**src/rtl/wp_pkg.sv**
```systemverilog
package wp_pkg;

  // Classified meaning of one presented write
  typedef enum logic [2:0] {
    TK_NONE,
    TK_OTHER,
    TK_KEY1,   // first key byte at primary address
    TK_KEY2,   // second key byte at secondary address
    TK_ARM,    // arm closer at primary address
    TK_PRE,    // kill prefix at primary address
    TK_KILL    // kill closer at primary address
  } tok_t;

  // Position inside the shared arm/kill key sequence
  typedef enum logic [2:0] {
    SQ_IDLE,
    SQ_K1,
    SQ_K2,
    SQ_PRE,
    SQ_PK1,
    SQ_PK2
  } seq_t;

  function automatic logic pair_eq(input logic [31:0] a, input logic [31:0] ea,
                                   input logic [15:0] d, input logic [15:0] ed);
    return (a == ea) && (d == ed);
  endfunction

endpackage

```
**src/rtl/wp_key_decode.sv**
```systemverilog
module wp_key_decode
  import wp_pkg::*;
#(
  parameter int AW = 15,
  parameter int DW = 8,
  parameter logic [AW-1:0] ADDR_P = 'h5555,
  parameter logic [AW-1:0] ADDR_Q = 'h2AAA,
  parameter logic [DW-1:0] KEY_FIRST  = 'hAA,
  parameter logic [DW-1:0] KEY_SECOND = 'h55,
  parameter logic [DW-1:0] KEY_ARM    = 'hA0,
  parameter logic [DW-1:0] KEY_PRE    = 'h80,
  parameter logic [DW-1:0] KEY_KILL   = 'h20
) (
  input  logic          valid,
  input  logic [AW-1:0] addr,
  input  logic [DW-1:0] data,
  output tok_t          tok
);
  localparam logic [31:0] AP = 32'(ADDR_P);
  localparam logic [31:0] AQ = 32'(ADDR_Q);

  logic [31:0] a32;
  logic [15:0] d16;
  assign a32 = 32'(addr);
  assign d16 = 16'(data);

  always_comb begin
    tok = TK_OTHER;
    if (!valid)                                    tok = TK_NONE;
    else if (pair_eq(a32, AP, d16, 16'(KEY_FIRST)))  tok = TK_KEY1;
    else if (pair_eq(a32, AQ, d16, 16'(KEY_SECOND))) tok = TK_KEY2;
    else if (pair_eq(a32, AP, d16, 16'(KEY_ARM)))    tok = TK_ARM;
    else if (pair_eq(a32, AP, d16, 16'(KEY_PRE)))    tok = TK_PRE;
    else if (pair_eq(a32, AP, d16, 16'(KEY_KILL)))   tok = TK_KILL;
  end

endmodule

```
**src/rtl/wp_seq_track.sv**
```systemverilog
module wp_seq_track
  import wp_pkg::*;
(
  input  logic clk,
  input  logic rst_n,
  input  logic wr_valid,
  input  logic in_window,
  input  tok_t tok,
  output logic is_cmd,
  output logic ev_arm,
  output logic ev_kill
);
  seq_t st, nxt;

  always_comb begin
    nxt     = st;
    is_cmd  = 1'b0;
    ev_arm  = 1'b0;
    ev_kill = 1'b0;
    if (wr_valid && !in_window) begin
      // default: abort, or restart on the opening key
      if (tok == TK_KEY1) begin
        nxt    = SQ_K1;
        is_cmd = 1'b1;
      end else begin
        nxt    = SQ_IDLE;
      end
      unique case (st)
        SQ_K1:  if (tok == TK_KEY2) begin nxt = SQ_K2; is_cmd = 1'b1; end
        SQ_K2: begin
          if (tok == TK_ARM) begin
            nxt = SQ_IDLE; is_cmd = 1'b1; ev_arm = 1'b1;
          end else if (tok == TK_PRE) begin
            nxt = SQ_PRE; is_cmd = 1'b1;
          end
        end
        SQ_PRE: if (tok == TK_KEY1) begin nxt = SQ_PK1; is_cmd = 1'b1; end
        SQ_PK1: if (tok == TK_KEY2) begin nxt = SQ_PK2; is_cmd = 1'b1; end
        SQ_PK2: if (tok == TK_KILL) begin
          nxt = SQ_IDLE; is_cmd = 1'b1; ev_kill = 1'b1;
        end
        default: ;
      endcase
    end
  end

  always_ff @(posedge clk or negedge rst_n) begin
    if (!rst_n) st <= SQ_IDLE;
    else        st <= nxt;
  end

  // a write that is no key at all drops any partial progress
  p_abort_r7: assert property (@(posedge clk) disable iff (!rst_n)
    (wr_valid && !in_window && tok == TK_OTHER) |=> (st == SQ_IDLE));

  // the opening key always leaves the tracker at a step past idle
  p_restart_r8: assert property (@(posedge clk) disable iff (!rst_n)
    (wr_valid && !in_window && tok == TK_KEY1) |=> (st == SQ_K1 || st == SQ_PK1));

endmodule

```
**src/rtl/wp_prot_reg.sv**
```systemverilog
module wp_prot_reg #(
  parameter logic PROT_INIT = 1'b0
) (
  input  logic clk,
  input  logic rst_n,
  input  logic wr_valid,
  input  logic is_cmd,
  input  logic ev_arm,
  input  logic ev_kill,
  input  logic page_closed,
  output logic wr_grant,
  output logic prog_start,
  output logic prot_q,
  output logic win_q
);
  logic data_ok;

  assign data_ok = wr_valid && (win_q || (!is_cmd && !prot_q));

  always_ff @(posedge clk or negedge rst_n) begin
    if (!rst_n) begin
      prot_q     <= PROT_INIT;
      win_q      <= 1'b0;
      wr_grant   <= 1'b0;
      prog_start <= 1'b0;
    end else begin
      wr_grant   <= data_ok;
      prog_start <= ev_arm | ev_kill;
      if (ev_arm)       prot_q <= 1'b1;
      else if (ev_kill) prot_q <= 1'b0;
      if (ev_arm)           win_q <= 1'b1;
      else if (page_closed) win_q <= 1'b0;
    end
  end

  // protected, no window, ordinary write: never granted
  p_blocked_r3: assert property (@(posedge clk) disable iff (!rst_n)
    (wr_valid && prot_q && !win_q) |=> !wr_grant);

  // arm completion sets flag, opens window, starts timer
  p_arm_r4: assert property (@(posedge clk) disable iff (!rst_n)
    ev_arm |=> (prot_q && win_q && prog_start));

  // kill completion clears flag and starts timer
  p_kill_r6: assert property (@(posedge clk) disable iff (!rst_n)
    ev_kill |=> (!prot_q && !win_q && prog_start));

  // command writes are never stored
  p_cmd_drop_r7: assert property (@(posedge clk) disable iff (!rst_n)
    (wr_valid && is_cmd) |=> !wr_grant);

  // the window only exists under protection, and closes on request
  p_win_prot_r5: assert property (@(posedge clk) disable iff (!rst_n)
    win_q |-> prot_q);
  p_close_r5: assert property (@(posedge clk) disable iff (!rst_n)
    (win_q && page_closed) |=> (!win_q && prot_q));

  // stray close pulse has no effect
  p_noclose_r9: assert property (@(posedge clk) disable iff (!rst_n)
    (!win_q && page_closed && !ev_arm && !ev_kill) |=> ($stable(prot_q) && !win_q));

endmodule

```
**src/rtl/wp_cmd_guard.sv**
```systemverilog
module wp_cmd_guard
  import wp_pkg::*;
#(
  parameter int   AW        = 15,
  parameter int   DW        = 8,
  parameter logic PROT_INIT = 1'b0
) (
  input  logic          clk,
  input  logic          rst_n,
  input  logic          wr_valid,
  input  logic [AW-1:0] wr_addr,
  input  logic [DW-1:0] wr_data,
  input  logic          page_closed,
  output logic          wr_grant,
  output logic          prog_start,
  output logic          prot_en,
  output logic          load_window
);
  tok_t tok;
  logic is_cmd, ev_arm, ev_kill;
  logic prot_q, win_q;

  wp_key_decode #(.AW(AW), .DW(DW)) u_dec (
    .valid (wr_valid),
    .addr  (wr_addr),
    .data  (wr_data),
    .tok   (tok)
  );

  wp_seq_track u_trk (
    .clk       (clk),
    .rst_n     (rst_n),
    .wr_valid  (wr_valid),
    .in_window (win_q),
    .tok       (tok),
    .is_cmd    (is_cmd),
    .ev_arm    (ev_arm),
    .ev_kill   (ev_kill)
  );

  wp_prot_reg #(.PROT_INIT(PROT_INIT)) u_reg (
    .clk         (clk),
    .rst_n       (rst_n),
    .wr_valid    (wr_valid),
    .is_cmd      (is_cmd),
    .ev_arm      (ev_arm),
    .ev_kill     (ev_kill),
    .page_closed (page_closed),
    .wr_grant    (wr_grant),
    .prog_start  (prog_start),
    .prot_q      (prot_q),
    .win_q       (win_q)
  );

  assign prot_en     = prot_q;
  assign load_window = win_q;

  // the two completion events never coincide
  p_one_event_r4: assert property (@(posedge clk) disable iff (!rst_n)
    !(ev_arm && ev_kill));

endmodule

```
**config.mk**
```make
export PLATFORM = sky130hd
export DESIGN_NAME = wp_cmd_guard
export DESIGN_NICKNAME = d
export VERILOG_FILES = /design/src/rtl/wp_pkg.sv /design/src/rtl/wp_key_decode.sv /design/src/rtl/wp_seq_track.sv /design/src/rtl/wp_prot_reg.sv /design/src/rtl/wp_cmd_guard.sv
export SDC_FILE = /design/constraint.sdc
export NUM_CORES = 1
export LEC_CHECK = 0
export BUFFER_PORTS_ARGS = -buffer_cell sky130_fd_sc_hd__clkbuf_2
export CAP_MARGIN = 10
export CELL_PAD_IN_SITES_DETAIL_PLACEMENT = 0
export CELL_PAD_IN_SITES_GLOBAL_PLACEMENT = 1
export CORE_ASPECT_RATIO = 0.75
export CORE_MARGIN = 3
export CORE_UTILIZATION = 31
export DETAILED_ROUTE_END_ITERATION = 10
export PLACE_DENSITY = 0.85
export SLEW_MARGIN = 20
export SYNTH_ARGS = -nofsm -noshare
export SYNTH_HDL_FRONTEND = slang
export SYNTH_SLANG_ARGS = --single-unit
export TNS_END_PERCENT = 20
```
**constraint.sdc**
```tcl
create_clock -name clk -period 1.89 [get_ports clk]
set_input_delay 0.378 -clock clk [delete_from_list [all_inputs] [get_ports clk]]
set_output_delay 0.378 -clock clk [all_outputs]
set_load 0.02 [all_outputs]
```
==> impl_metrics.csv, run 1 <==
group,metric,value,unit
status,status,"finished clean",
global_route,grt_pass1_vias,684,
timing,hold_viol,0,
placement,io_buffer_count,30,
pwr,powerDensity,440,nW/um^2
finish,drive_gt1_share,42.9,%
floorplanning,dieArea,2540,um^2
yosys,syn_area,611,um^2
timing,finalSetupTns,0,ns
critical_path,arrival,1.81,ns
timing,finalClockSkew,0.000279,ns
floorplanning,start_util,34.1,%
timing,max_freq,593,MHz
detailed_routing,wirelength,1.77,mm
timing,slew_headroom,75.5,%
pwr,clkPwrFrac,35.5,%
cts,cts_max_level,1,
detailed_routing,vias,701,
timing,finalSetupViolations,0,
timing,finalMaxSlewViolations,0,
global_route,grtUsageTotal,15.7,%
yosys,yosys_warnings,0,
timing,worstMarginPinSlew,0.365,ns
detailed_routing,ant_nets,0,
pwr,irDropWorstVdd,0.000230,V
detailed_routing,dr.pass1.iters,4,
timing,fin_ws,0.204,ns
timing,fin_crit,1.69,ns
cts,hold_buffers,1,
pwr,p_switching,0.0000931,W
yosys,postSynthNetCount,95,
critical_path,crit_required,2.02,ns
finish,multi_input_area,432,um^2
timing,post-route-period-util,89.2,%
floorplanning,die_w,57.2,um
cts,cts_sinks,7,
finish,antenna_cells,0,
pwr,p_seq_share,42.2,%
placement,place_hpwl,1.54,mm
floorplanning,rows,13,
floorplanning,core_area,1790,um^2
cts,cts-root-buf,"clkbuf_4",
pwr,switching_share,25.2,%
cts,post-cts-setup-buffer-count,0,
cts,cts_resized,0,
cts,clockBufferDepth,2,
critical_path,end_kind,"flip-flop",
detailed_routing,wl_per_cell,13.9,um
cts,cts_tree,"built",
yosys,yosysUniqueCellTypes,34,
critical_path,startpoint_type,"flip-flop",
cts,clk_latency,0.24,ns
detailed_routing,viasPerCell,5.52,
yosys,avgSynthCellArea,8.98,um^2
pwr,p_leak,0.386,nW
detailed_routing,drtIter0Drc,12,
finish,final-instance-count-excl-fill,127,
pwr,internal_power,0.000276,W
global_route,overflow,0,
yosys,syn_inst,68,
flow_run,max-cap-violations,0,
finish,nets,133,
cts,numCtsBuffers,3,
floorplanning,io_pins,31,
finish,areaGrowthSynthToFinish,37.5,%
placement,place_inst,122,
global_route,antenna_found_initial,0,
finish,regArea,175,um^2
critical_path,crit_type,"reg -> reg",
detailed_routing,drc,0,
cts,clk_pin_slew,0.05,ns
global_route,grt_pass1_wl,3.11,mm
finish,fin_area,840,um^2
placement,place_area,803,um^2
yosys,seq_area_frac_synth,28.7,%
placement,finalWeightedCongestion,0.774,
yosys,synth-seq-cells,7,
placement,dp_slack,0.0312,ns
hold_path,hp-class,"in -> reg",
floorplanning,die_h,44.4,um
timing,rsz0062_at_grt,"no",
critical_path,crit_fanout,3,
global_route,grt_max_degree,9,
finish,fill_cells,183,
pwr,comb_power_share,22.3,%
==> final timing paths <==
| check | startpoint | to | slack [ns] | depth (start not counted) |
|---|---|---|---|---|
| max | u_trk.st[1]$_DFFE_PN0P_ | u_reg.wr_grant$_DFF_PN0_ | 0.20 | 5 |
| min | page_closed | u_reg.win_q$_DFFE_PN0P_ | 0.30 | 2 |
| max reg2reg | u_trk.st[1]$_DFFE_PN0P_ | u_reg.wr_grant$_DFF_PN0_ | 0.20 | 5 |
| min reg2reg | u_reg.prot_q$_DFFE_PN0P_ | u_reg.prot_q$_DFFE_PN0P_ | 0.53 | 2 |
| max in group asynchronous | rst_n | u_trk.st[0]$_DFFE_PN0P_ | 1.22 | 2 |
| min in group asynchronous | rst_n | u_reg.prot_q$_DFFE_PN0P_ | 0.50 | 2 |
==> final cells by class <==
cell class / count / share of cell area (%)
inverter: 1 / 0.447
clock buffer: 4 / 3.13
tap: 22 / 3.28
sequential: 7 / 20.9
multi-input combinational: 60 / 51.4
timing repair buffer: 33 / 20.9
==> power by group through the flow <==
stage	logic, W	clock network [W]	registers (W)
global placement	0.0000787	0	0.000159
global route	0.0000923	0.000150	0.000156
CTS	0.0000825	0.000140	0.000156
finish	0.0000824	0.000131	0.000156
detailed placement	0.0000806	0	0.000158
floorplan	0.0000299	0	0.000160
==> through the flow <==
stage | utilization (%) | hold WS, ns | power, W
floorplan | - | 0.0824 | 0.000190
global placement | 44.9 | 0.222 | 0.000237
detailed placement | 44.9 | 0.226 | 0.000239
CTS | 46.9 | 0.289 | 0.000379
global route | 46.9 | 0.295 | 0.000398
finish | 46.9 | 0.299 | 0.000369
==> state kept, by name, summed over array words and instances, names as in the netlist <==
register,flops
u_reg.prog_start,1
u_reg.prot_q,1
u_reg.win_q,1
u_reg.wr_grant,1
u_trk.st,3
==> cell families after synthesis <==
| kind of cell | Yosys count | synth area share [%] |
|---|---|---|
| AO/OA/AOI/OAI | 14 | 15.0 |
| AND/OR/NAND/NOR | 46 | 55.7 |
| flip-flops | 7 | 28.7 |
| buffers and inverters | 1 | 0.614 |
==> synthesized netlist by cell type, drive strengths merged <==
| master | instances | area [um^2] |
|---|---|---|
| a21oi | 1 | 5.00 |
| a22oi | 1 | 7.51 |
| a2bb2oi | 2 | 17.5 |
| and2b | 1 | 8.76 |
| and3b | 1 | 8.76 |
| and4 | 1 | 10.0 |
| and4b | 1 | 11.3 |
| and4bb | 1 | 12.5 |
| dfrtp | 7 | 175 |
| inv | 1 | 3.75 |
| nand2 | 7 | 26.3 |
| nand3 | 6 | 30.0 |
| nand3b | 1 | 7.51 |
| nand4 | 5 | 31.3 |
| nand4b | 1 | 8.76 |
| nand4bb | 1 | 16.3 |
| nor2 | 5 | 18.8 |
| nor2b | 2 | 12.5 |
| nor3 | 2 | 21.3 |
| nor4 | 1 | 6.26 |
| nor4b | 2 | 32.5 |
| nor4bb | 4 | 40.0 |
| o21ai | 6 | 30.0 |
| o22a | 1 | 8.76 |
| o22ai | 1 | 6.26 |
| o31a | 1 | 8.76 |
| o31ai | 1 | 7.51 |
| or2 | 2 | 12.5 |
| or4 | 1 | 11.3 |
| or4b | 1 | 13.8 |
==> routing by layer <==
layer	vias to the layer above	wire, um	GRT usage (%)
li1	350	-	-
met1	335	850	21.8
met2	14	828	23.7
met3	2	74	4.96
met4	0	15	4.17
met5	-	0	0
==> cells in the final DEF, fill, tap and decap left out, types with 3 or more instances in the layout <==
master | synthesis | final
clkbuf_2 | 0 | 30
dfrtp_1 | 7 | 7
nand2_1 | 7 | 7
nand4_1 | 5 | 5
nand3_1 | 6 | 6
nor4bb_1 | 4 | 4
o21ai_0 | 3 | 3
o21ai_1 | 3 | 3
clkbuf_4 | 0 | 3
nor2_1 | 5 | 5
==> critical path, cell delays in order, from the launching register on <==
cell,delay [ns]
dfrtp_1,0.40
or4b_4,0.52
nor4b_4,0.25
nand3_1,0.12
a22oi_1,0.19
o21ai_1,0.08
No activity file was read; power rests on OpenSTA's default activity.
==> run 2, diff against run 1 <==
--- a/config.mk
+++ b/config.mk
@@ -9,7 +9,6 @@
 export CAP_MARGIN = 10
 export CELL_PAD_IN_SITES_DETAIL_PLACEMENT = 0
 export CELL_PAD_IN_SITES_GLOBAL_PLACEMENT = 1
-export CORE_ASPECT_RATIO = 0.75
 export CORE_MARGIN = 3
 export CORE_UTILIZATION = 31
 export DETAILED_ROUTE_END_ITERATION = 10
==> impl_metrics.csv, run 2 (synthesized netlist as in run 1, its figures left out) <==
group,metric,value,unit
pwr,p_leak,0.386,nW
critical_path,critPathMaxStageDelay,0.52,ns
floorplanning,dieArea,2540,um^2
finish,antenna_cells,0,
timing,finalSetupTns,0,ns
finish,drive_gt1_share,42.9,%
critical_path,crit_type,"reg -> reg",
detailed_routing,wirelength,1.68,mm
detailed_routing,drc,0,
timing,slew_headroom,75.7,%
timing,max_freq,600,MHz
placement,place_hpwl,1.46,mm
finish,final-instance-count-excl-fill,130,
timing,hold-worst-slack,0.294,ns
critical_path,reg2reg_setup_slack,0.22,ns
timing,rsz0062_at_grt,"no",
floorplanning,die_h,50.4,um
critical_path,path_cells,"or4b_4 > nor4b_4 > nand3_1 > a22oi_1 > o21ai_1",
finish,fin_area,843,um^2
critical_path,arrival,1.79,ns
finish,largest_reg_flops,3,
cts,clk_latency,0.24,ns
floorplanning,core_area,1800,um^2
critical_path,crit_fanout,3,
global_route,overflow,0,
timing,fin_crit,1.67,ns
critical_path,path_buf_inv,0,
placement,io_buffer_count,30,
global_route,antenna_found_initial,0,
floorplanning,io_pins,31,
cts,cts_max_level,1,
hold_path,whs_endpoint,"u_reg.win_q$_DFFE_PN0P_",
detailed_routing,vias,705,
global_route,grt_pass1_vias,708,
timing,finalClockSkew,0.00238,ns
floorplanning,die_w,50.4,um
critical_path,crit_required,2.01,ns
floorplanning,start_util,33.9,%
placement,place_area,807,um^2
detailed_routing,wl_per_cell,12.9,um
hold_path,hold_depth,2,
finish,final_common_cell,"clkbuf_2",
detailed_routing,dr.pass1.iters,4,
global_route,grt_max_degree,9,
critical_path,timing.rr.start,"u_trk.st[1]$_DFFE_PN0P_",
floorplanning,rows,15,
critical_path,rr_endpoint,"u_reg.wr_grant$_DFF_PN0_",
cts,cts-root-buf,"clkbuf_4",
placement,place_inst,125,
hold_path,hp-start,"page_closed",
flow_run,max-cap-violations,0,
critical_path,path_delay_family,"simple AND/OR/NAND/NOR gates",
critical_path,slowest_stage,"or4b_4",
global_route,grt_pass1_wl,2.95,mm
timing,post-route-period-util,88.2,%
detailed_routing,ant_nets,0,
placement,finalWeightedCongestion,0.816,
timing,finalSetupViolations,0,
finish,layout_common_cells,"clkbuf_2, nand2_1, dfrtp_1",
pwr,irDropWorstVdd,0.000229,V
timing,hold_viol,0,
critical_path,end_kind,"flip-flop",
cts,numCtsBuffers,3,
finish,top_register,"u_trk.st",
cts,clk_pin_slew,0.05,ns
finish,nets,133,
cts,cts_tree,"built",
detailed_routing,drtIter0Drc,9,
pwr,powerDensity,436,nW/um^2
timing,worstMarginPinSlew,0.360,ns
critical_path,startpoint_type,"flip-flop",
status,status,"finished clean",
timing,finalMaxSlewViolations,0,
hold_path,hp-class,"in -> reg",
pwr,power.total,0.000368,W
finish,areaGrowthSynthToFinish,38.1,%
critical_path,reg2reg_depth,5,
cts,clockBufferDepth,2,
detailed_routing,viasPerCell,5.42,
global_route,grtUsageTotal,14.8,%
cts,post-cts-setup-buffer-count,0,
cts,cts_sinks,7,
==> run 2: cell counts in the layout (fill, tap and decap cells not counted) <==
No cell type changed its count.
==> run 2: how the worst max path moves through the flow <==
stage | from | end | slack (ns) | depth (start not counted)
after floorplan | wr_data[0] | u_reg.win_q$_DFFE_PN0P_ | 0.23 | 5
after global placement | wr_data[0] | u_reg.win_q$_DFFE_PN0P_ | 0.02 | 6
after detailed placement | wr_data[0] | u_trk.st[2]$_DFFE_PN0P_ | 0.009 | 5
after CTS | u_trk.st[1]$_DFFE_PN0P_ | u_reg.wr_grant$_DFF_PN0_ | 0.23 | 5
after global routing | wr_data[0] | u_reg.win_q$_DFFE_PN0P_ | 0.15 | 6
final | u_trk.st[1]$_DFFE_PN0P_ | u_reg.wr_grant$_DFF_PN0_ | 0.22 | 5
==> run 2: per-stage QoR <==
| stage | worst slack, ns | util [%] |
|---|---|---|
| after floorplan | 0.226 | - |
| after global placement | 0.0170 | 44.8 |
| after detailed placement | 0.00930 | 44.8 |
| after CTS | 0.226 | 46.8 |
| after global routing | 0.152 | 46.8 |
| final | 0.222 | 46.8 |
==> run 2: where the power goes <==
part | leakage, nW | internal [W] | total, W | switching, W
clock network | 0.0150 | 0.0000802 | 0.000130 | 0.0000496
registers | 0.0946 | 0.000153 | 0.000156 | 0.00000279
logic | 0.277 | 0.0000429 | 0.0000817 | 0.0000389
==> run 2: cell type report <==
class,count,area [um^2]
Fill cell,204,958
Multi-Input combinational cell,60,432
Sequential cell,7,175
Timing Repair Buffer,33,175
Tap cell,25,31.3
Clock buffer,4,26.3
Inverter,1,3.75
==> run 2: metal layers <==
metal / GRT usage [%] / up-vias / share of wire [%]
li1: - / 349 / -
met1: 17.4 / 326 / 45
met2: 26.3 / 30 / 48
met3: 2.08 / 0 / 7.0
met4: 6.28 / 0 / 0
met5: 0 / - / 0
==> run 2: what timing repair did <==
action                                  CTS  global route
endpoints found under the hold margin     7             0
resized for setup                         0             0
hold buffers                              1             0
endpoints found under the setup margin    0             0
==> run 2: worst register-to-register path: cells and delay by family, from the launching register on <==
| kind | cells | cell delay, ns |
|---|---|---|
| AND/OR/NAND/NOR | 3 | 0.89 |
| flip-flops | 1 | 0.39 |
| AO/OA/AOI/OAI | 2 | 0.26 |
